==> config.mk <==
export PLATFORM = sky130hd
export DESIGN_NAME = spi_xfer_master
export DESIGN_NICKNAME = d
export VERILOG_FILES = /design/src/rtl/spi_xfer_pkg.sv /design/src/rtl/spi_xfer_txbuf.sv /design/src/rtl/spi_xfer_shifter.sv /design/src/rtl/spi_xfer_ctrl.sv /design/src/rtl/spi_xfer_master.sv
export SDC_FILE = /design/constraint.sdc
export NUM_CORES = 1
export LEC_CHECK = 0
export BUFFER_PORTS_ARGS = -buffer_cell sky130_fd_sc_hd__buf_2
export CORE_MARGIN = 2
export CORE_UTILIZATION = 60
export DETAILED_ROUTE_END_ITERATION = 7
export PLACE_DENSITY = 0.92
export SETUP_SLACK_MARGIN = 0.4
export SYNTH_ARGS = -nofsm -noshare
export SYNTH_HDL_FRONTEND = slang
export SYNTH_HIERARCHICAL = 1
export SYNTH_SLANG_ARGS = --single-unit
==> constraint.sdc <==
create_clock -name clk -period 2.9 [get_ports clk]
set_input_delay 0.435 -clock clk [delete_from_list [all_inputs] [get_ports clk]]
set_output_delay 0.435 -clock clk [all_outputs]
set_load 0.005 [all_outputs]
==> src/rtl/spi_xfer_pkg.sv <==
package spi_xfer_pkg;

    localparam int BYTE_W = 8;

    typedef enum logic {
        SEL_CTRL = 1'b0,
        SEL_DATA = 1'b1
    } sel_e;

    // control/status byte layout, bit 7 first
    typedef struct packed {
        logic       done_f;
        logic       coll_f;
        logic       fault_f;
        logic       rsvd;
        logic [1:0] ss_mode;
        logic       tx_empty;
        logic       enable;
    } ctrl_t;

    typedef struct packed {
        logic done;
        logic coll;
        logic fault;
    } evt_t;

    localparam logic [1:0] SSM_3WIRE = 2'b00;
    localparam logic [1:0] SSM_FAULT = 2'b01;

    function automatic logic any_flag(input ctrl_t c);
        return c.done_f | c.coll_f | c.fault_f;
    endfunction

endpackage

==> src/rtl/spi_xfer_txbuf.sv <==
module spi_xfer_txbuf
    import spi_xfer_pkg::*;
#(
    parameter int W = BYTE_W
) (
    input  logic         clk,
    input  logic         rst,
    input  logic         put,
    input  logic [W-1:0] put_data,
    input  logic         take,
    output logic         full,
    output logic [W-1:0] data
);

    always_ff @(posedge clk) begin
        if (rst) begin
            full <= 1'b0;
            data <= '0;
        end else if (put) begin
            full <= 1'b1;
            data <= put_data;
        end else if (take) begin
            full <= 1'b0;
        end
    end

    // a byte that was put is visible as held on the next cycle
    a_r3_put_fills: assert property (@(posedge clk) disable iff (rst)
        put |=> full);

    // a put on the take edge keeps the buffer full
    a_r11_put_over_take: assert property (@(posedge clk) disable iff (rst)
        (put && take) |=> (full && data == $past(put_data)));

endmodule

==> src/rtl/spi_xfer_shifter.sv <==
module spi_xfer_shifter
    import spi_xfer_pkg::*;
#(
    parameter int W       = BYTE_W,
    parameter int CLK_DIV = 4
) (
    input  logic         clk,
    input  logic         rst,
    input  logic         start,
    input  logic [W-1:0] start_data,
    input  logic         miso,
    output logic         busy,
    output logic         done,
    output logic         sck,
    output logic         mosi,
    output logic [W-1:0] rx_data
);

    localparam int DIV_W = (CLK_DIV > 2) ? $clog2(CLK_DIV) : 1;
    localparam int BIT_W = (W > 2) ? $clog2(W) : 1;
    localparam logic [DIV_W-1:0] HALF     = DIV_W'(CLK_DIV / 2);
    localparam logic [DIV_W-1:0] SAMPLE_P = DIV_W'(CLK_DIV / 2 - 1);
    localparam logic [DIV_W-1:0] LAST_P   = DIV_W'(CLK_DIV - 1);
    localparam logic [BIT_W-1:0] LAST_B   = BIT_W'(W - 1);

    logic [DIV_W-1:0] div_cnt;
    logic [BIT_W-1:0] bit_cnt;
    logic [W-1:0]     tx_sh;
    logic [W-1:0]     rx_sh;
    logic             rise_ev;
    logic             fall_ev;

    assign rise_ev = busy && (div_cnt == SAMPLE_P);
    assign fall_ev = busy && (div_cnt == LAST_P);
    assign done    = fall_ev && (bit_cnt == LAST_B);
    assign sck     = busy && (div_cnt >= HALF);
    assign mosi    = busy && tx_sh[W-1];

    always_ff @(posedge clk) begin
        if (rst) begin
            busy    <= 1'b0;
            div_cnt <= '0;
            bit_cnt <= '0;
            tx_sh   <= '0;
            rx_sh   <= '0;
            rx_data <= '0;
        end else if (start && !busy) begin
            busy    <= 1'b1;
            div_cnt <= '0;
            bit_cnt <= '0;
            tx_sh   <= start_data;
        end else if (busy) begin
            div_cnt <= (div_cnt == LAST_P) ? '0 : div_cnt + 1'b1;
            if (rise_ev)
                rx_sh <= {rx_sh[W-2:0], miso};
            if (fall_ev) begin
                tx_sh   <= {tx_sh[W-2:0], 1'b0};
                bit_cnt <= bit_cnt + 1'b1;
            end
            if (done) begin
                busy    <= 1'b0;
                rx_data <= rx_sh;
            end
        end
    end

    // serial clock idles low outside a transfer
    a_r4_sck_idle_low: assert property (@(posedge clk) disable iff (rst)
        !busy |-> !sck);

    // data out moves only at the start of a bit period
    a_r4_mosi_hold: assert property (@(posedge clk) disable iff (rst)
        (busy && div_cnt != '0) |-> $stable(mosi));

    // received byte changes only on a completion edge
    a_r5_rx_on_done: assert property (@(posedge clk) disable iff (rst)
        !done |=> $stable(rx_data));

endmodule

==> src/rtl/spi_xfer_ctrl.sv <==
module spi_xfer_ctrl
    import spi_xfer_pkg::*;
(
    input  logic        clk,
    input  logic        rst,
    input  logic        ctrl_wr,
    input  logic [7:0]  wdata,
    input  evt_t        evt,
    input  logic        tx_empty,
    output ctrl_t       status
);

    logic       en_q;
    logic [1:0] mode_q;
    logic [2:0] flag_q;
    logic [2:0] keep_mask;
    logic [2:0] hw_set;
    logic       unused_wbits;

    assign unused_wbits = wdata[4] ^ wdata[1];
    assign keep_mask    = ctrl_wr ? wdata[7:5] : 3'b111;
    assign hw_set       = {evt.done, evt.coll, evt.fault};

    always_ff @(posedge clk) begin
        if (rst) begin
            en_q   <= 1'b0;
            mode_q <= SSM_FAULT;
            flag_q <= '0;
        end else begin
            flag_q <= hw_set | (flag_q & keep_mask);
            if (ctrl_wr) begin
                en_q   <= wdata[0];
                mode_q <= wdata[3:2];
            end
        end
    end

    always_comb begin
        status          = '0;
        status.done_f   = flag_q[2];
        status.coll_f   = flag_q[1];
        status.fault_f  = flag_q[0];
        status.rsvd     = 1'b0;
        status.ss_mode  = mode_q;
        status.tx_empty = tx_empty;
        status.enable   = en_q;
    end

    // completion flag survives unless software writes a 0 to it
    a_r8_done_sticky: assert property (@(posedge clk) disable iff (rst)
        (status.done_f && !(ctrl_wr && !wdata[7])) |=> status.done_f);

    // a collision event always leaves its flag set
    a_r6_coll_sets: assert property (@(posedge clk) disable iff (rst)
        evt.coll |=> status.coll_f);

    // a fault event always leaves its flag set
    a_r7_fault_sets: assert property (@(posedge clk) disable iff (rst)
        evt.fault |=> status.fault_f);

    // reserved bit never reads 1
    a_r10_rsvd_zero: assert property (@(posedge clk) disable iff (rst)
        !status.rsvd);

endmodule

==> src/rtl/spi_xfer_master.sv <==
module spi_xfer_master
    import spi_xfer_pkg::*;
#(
    parameter int CLK_DIV = 4
) (
    input  logic       clk,
    input  logic       rst,
    input  logic       bus_wr,
    input  logic       bus_sel,
    input  logic [7:0] bus_wdata,
    output logic [7:0] bus_rdata,
    input  logic       irq_en,
    output logic       irq,
    input  logic       ss_n,
    output logic       sck,
    output logic       mosi,
    input  logic       miso
);

    ctrl_t             status;
    evt_t              evt;
    logic              busy;
    logic              done;
    logic              data_wr;
    logic              buf_put;
    logic              buf_full;
    logic              start;
    logic [BYTE_W-1:0] buf_data;
    logic [BYTE_W-1:0] rx_data;
    sel_e              sel;

    assign sel       = sel_e'(bus_sel);
    assign data_wr   = bus_wr && (sel == SEL_DATA);
    assign buf_put   = data_wr && !busy;
    assign start     = status.enable && buf_full && !busy;

    assign evt.done  = done;
    assign evt.coll  = data_wr && busy;
    assign evt.fault = status.enable && (status.ss_mode == SSM_FAULT) && !ss_n;

    assign bus_rdata = (sel == SEL_DATA) ? rx_data : status;
    assign irq       = irq_en && any_flag(status);

    spi_xfer_txbuf #(.W(BYTE_W)) u_buf (
        .clk      (clk),
        .rst      (rst),
        .put      (buf_put),
        .put_data (bus_wdata),
        .take     (start),
        .full     (buf_full),
        .data     (buf_data)
    );

    spi_xfer_shifter #(.W(BYTE_W), .CLK_DIV(CLK_DIV)) u_shift (
        .clk        (clk),
        .rst        (rst),
        .start      (start),
        .start_data (buf_data),
        .miso       (miso),
        .busy       (busy),
        .done       (done),
        .sck        (sck),
        .mosi       (mosi),
        .rx_data    (rx_data)
    );

    spi_xfer_ctrl u_ctrl (
        .clk      (clk),
        .rst      (rst),
        .ctrl_wr  (bus_wr && (sel == SEL_CTRL)),
        .wdata    (bus_wdata),
        .evt      (evt),
        .tx_empty (!buf_full),
        .status   (status)
    );

    // no transfer begins while disabled
    a_r2_no_start_disabled: assert property (@(posedge clk) disable iff (rst)
        !status.enable |=> !$rose(busy));

    // buffer-empty drops after an accepted data write
    a_r3_empty_clears: assert property (@(posedge clk) disable iff (rst)
        buf_put |=> !status.tx_empty);

    // a colliding write leaves the buffer untouched
    a_r6_buf_kept: assert property (@(posedge clk) disable iff (rst)
        evt.coll |=> ($stable(buf_data) && $stable(buf_full)));

    // interrupt follows enable and flags
    a_r9_irq_follows: assert property (@(posedge clk) disable iff (rst)
        (irq_en && status.done_f) |-> irq);

endmodule

==> flow_summary.json <==
{
  "grt_pass1_vias": 1271,
  "maxCapViolCount": 0,
  "fmax_mhz": 575,
  "syn_area_sq_um": 1990,
  "gp_congestion": 0.773,
  "status": "complete, no violations",
  "wl_per_cell_microns": 13.3,
  "fin_crit_ns": 1.74,
  "htreeDepth": 2,
  "critPathKind": "flop to primary output",
  "setup_viol": 0,
  "maxSlewHeadroom_pct": 48.0,
  "synth_edf_count": 0,
  "yosysTopAreaCellShare_pct": 45.2,
  "skew_ns": 0.0156,
  "cts_num_sinks": 45,
  "grt_max_degree": 46,
  "cp-start-kind": "flop",
  "grtUsageMet1_pct": 27.1,
  "yosysMostFrequentCell": "dfxtp_1",
  "yosysUniqueCellTypes": 38,
  "max_stage_delay_ns": 0.42,
  "core_region_area_sq_um": 3100,
  "die_area_sq_um": 3800,
  "grtUsageMet3_pct": 6.93,
  "slowest_stage": "dfxtp_1",
  "p_leak_nw": 0.834,
  "pin_count": 26,
  "cp.required_ns": 2.47,
  "synthSimpleGateAreaFrac_pct": 20.9,
  "muxShareOfSynthArea_pct": 13.5,
  "die-height_microns": 61.6,
  "ant_nets": 0,
  "port_buffers": 25,
  "min_period_over_period_pct": 60.0,
  "rows": 20,
  "power_density_nw_per_um2": 473,
  "grtUsageMet2_pct": 34.3,
  "synthAdderAreaFrac_pct": 3.14,
  "dpl.hpwl_microns": 2560,
  "grt_pass1_wl_microns": 5730,
  "antenna_found_initial": 0,
  "tightestPinTransition_ns": 0.780,
  "n_fill_cell": 248,
  "synth_nets": 230,
  "syn_area_per_cell_sq_um": 9.49,
  "critPathCaptureType": "primary output",
  "overflow": 0,
  "design_area_sq_um": 2140,
  "whs_ns": 0.274,
  "cp_top_family": "flip-flops",
  "syn_inst": 210,
  "async_flop_share_pct": 0,
  "clk_latency_ns": 0.37,
  "clockBufferDepth": 2,
  "worstPathMaxFanout": 5,
  "synth_common_cells": "dfxtp_1 (45), nand2_1 (32), a21oi_1 (25)",
  "area_delta_synth_final_pct": 7.29,
  "synth_seq_area_share_pct": 45.2,
  "synth.area.top_cells": "dfxtp_1 (45%), mux2i_1 (6.5%), a21oi_1 (6.3%), nand2_1 (6.0%), mux2_4 (5.3%)",
  "track_usage_pct": 21.2,
  "ys_seq_elements": 45,
  "initial_utilization_pct": 64.2,
  "setup_ws_ns": 1.16,
  "hold_path_class": "primary input to flop",
  "cts_resized": 0,
  "place_area_sq_um": 2080,
  "slew_viol_final": 0,
  "nNetsFinal": 249,
  "root_buffer": "clkbuf_4",
  "finalSetupTns_ns": 0,
  "diodes": 0,
  "drc": 0,
  "cts_setup_buffers": 0,
  "ys_warn_count": 6,
  "synth_compound_gate_area_share_pct": 10.6,
  "synth_xor_area_share_pct": 0.440,
  "cts_hold_repair.buffers": 0,
  "rsz0062_at_grt": "no",
  "pre_cts_slack_ns": 1.30,
  "first_pass_iters": 5,
  "path_cells": "inv_1 > ha_1 > o21a_1 > buf_2",
  "drtIter0Drc": 90,
  "busiest_layer": "met2",
  "drt-total-wl_microns": 3640,
  "arrival_ns": 1.30,
  "routed_via_density": 5.56,
  "netlist.top_cell.by_area": "dfxtp_1",
  "path_buf_inv": 2,
  "vias": 1523,
  "die_x_microns": 61.6,
  "ir_worst_vdd_mv": 0.248,
  "ys.flop_type": "dfxtp_1",
  "hold_viol_final": 0,
  "final_layout_size_suffix_gt1_share_pct": 23.5,
  "cts_buffers": 5,
  "synth_top_family_by_area": "simple AND/OR/NAND/NOR gates",
  "cts_tree": "yes",
  "path_clk_slew_ns": 0.14
}
## power by group
group	switching [mW]	leakage, nW	total (mW)	internal, mW
registers	0.00713	0.364	0.636	0.628
logic	0.0367	0.438	0.0690	0.0323
clock network	0.210	0.0316	0.306	0.0960
total	0.254	0.834	1.01	0.757
## area by class of cell
cell class                 count  area, sq um  area share [%]
clock inverter                 3         21.3           0.995
timing repair buffer          26          133            6.21
sequential                    45          901            42.2
clock buffer                   5         37.5            1.76
tap                           44         55.1            2.58
multi-input combinational    146          971            45.4
inverter                       5         18.8           0.878
## cell families (layout without fill, tap and decap cells)
kind of cell    count (synthesis)  count (layout)
buf+inv                        19              39
xor+xnor                        1               1
simple gates                   81              81
compound gates                 36              36
flops                          45              45
mux                            22              22
fa+ha+maj                       5               5
other cells                     1               1
## state kept, by name, indices dropped and copies added (netlist names), 2 cells and up
name,cells
u_shift/rx_sh,8
u_ctrl/flag_q,3
u_shift/tx_sh,8
u_shift/bit_cnt,3
u_buf/data,8
u_shift/div_cnt,2
u_ctrl/mode_q,2
u_shift/rx_data,8
## cell usage in the layout (no fill, tap or decap), types with 2 or more instances in the layout
cell type	instances
dfxtp_1	45
nand2_1	32
buf_2	25
a21oi_1	25
nor2_1	17
mux2i_1	13
nand3_1	8
mux2_4	7
a22oi_1	7
nor3_1	6
clkbuf_4	5
ha_1	5
inv_1	4
nor3b_2	3
o31a_1	2
nand2b_1	2
nor3_2	2
## worst reg2reg max path: cells and delay by family, from the launching register on
family,cells,cell delay [ns]
flip-flops,1,0.43
multiplexers,1,0.24
AND/OR/NAND/NOR,3,0.82
## metal layers
layer	share of wire (%)	routed length, microns
met3	4.2	154
met2	50	1840
met4	2.2	79
met5	0	0
met1	43	1570
## per-stage QoR
step / std cells / utilization, % / total power, mW
4_1_cts: 274 / 68.9 / 1.02
5_1_grt: 274 / 68.9 / 1.05
6_report: 274 / 68.9 / 1.01
3_3_place_gp: 266 / 67.0 / 0.716
3_5_place_dp: 266 / 67.0 / 0.718
2_1_floorplan: 210 / - / 0.700
## worst paths after layout
| check | from | endpoint | slack, ns | depth (start not counted) |
|---|---|---|---|---|
| max | u_shift/div_cnt[0] | sck | 1.16 | 4 |
| min | bus_wdata[2] | u_ctrl/mode_q[0] | 0.27 | 2 |
| max reg2reg | u_ctrl/en_q | u_shift/tx_sh[0] | 1.28 | 4 |
| min reg2reg | u_shift/tx_sh[7] | u_shift/tx_sh[7] | 0.47 | 2 |
(Power assumes the default switching activity.)
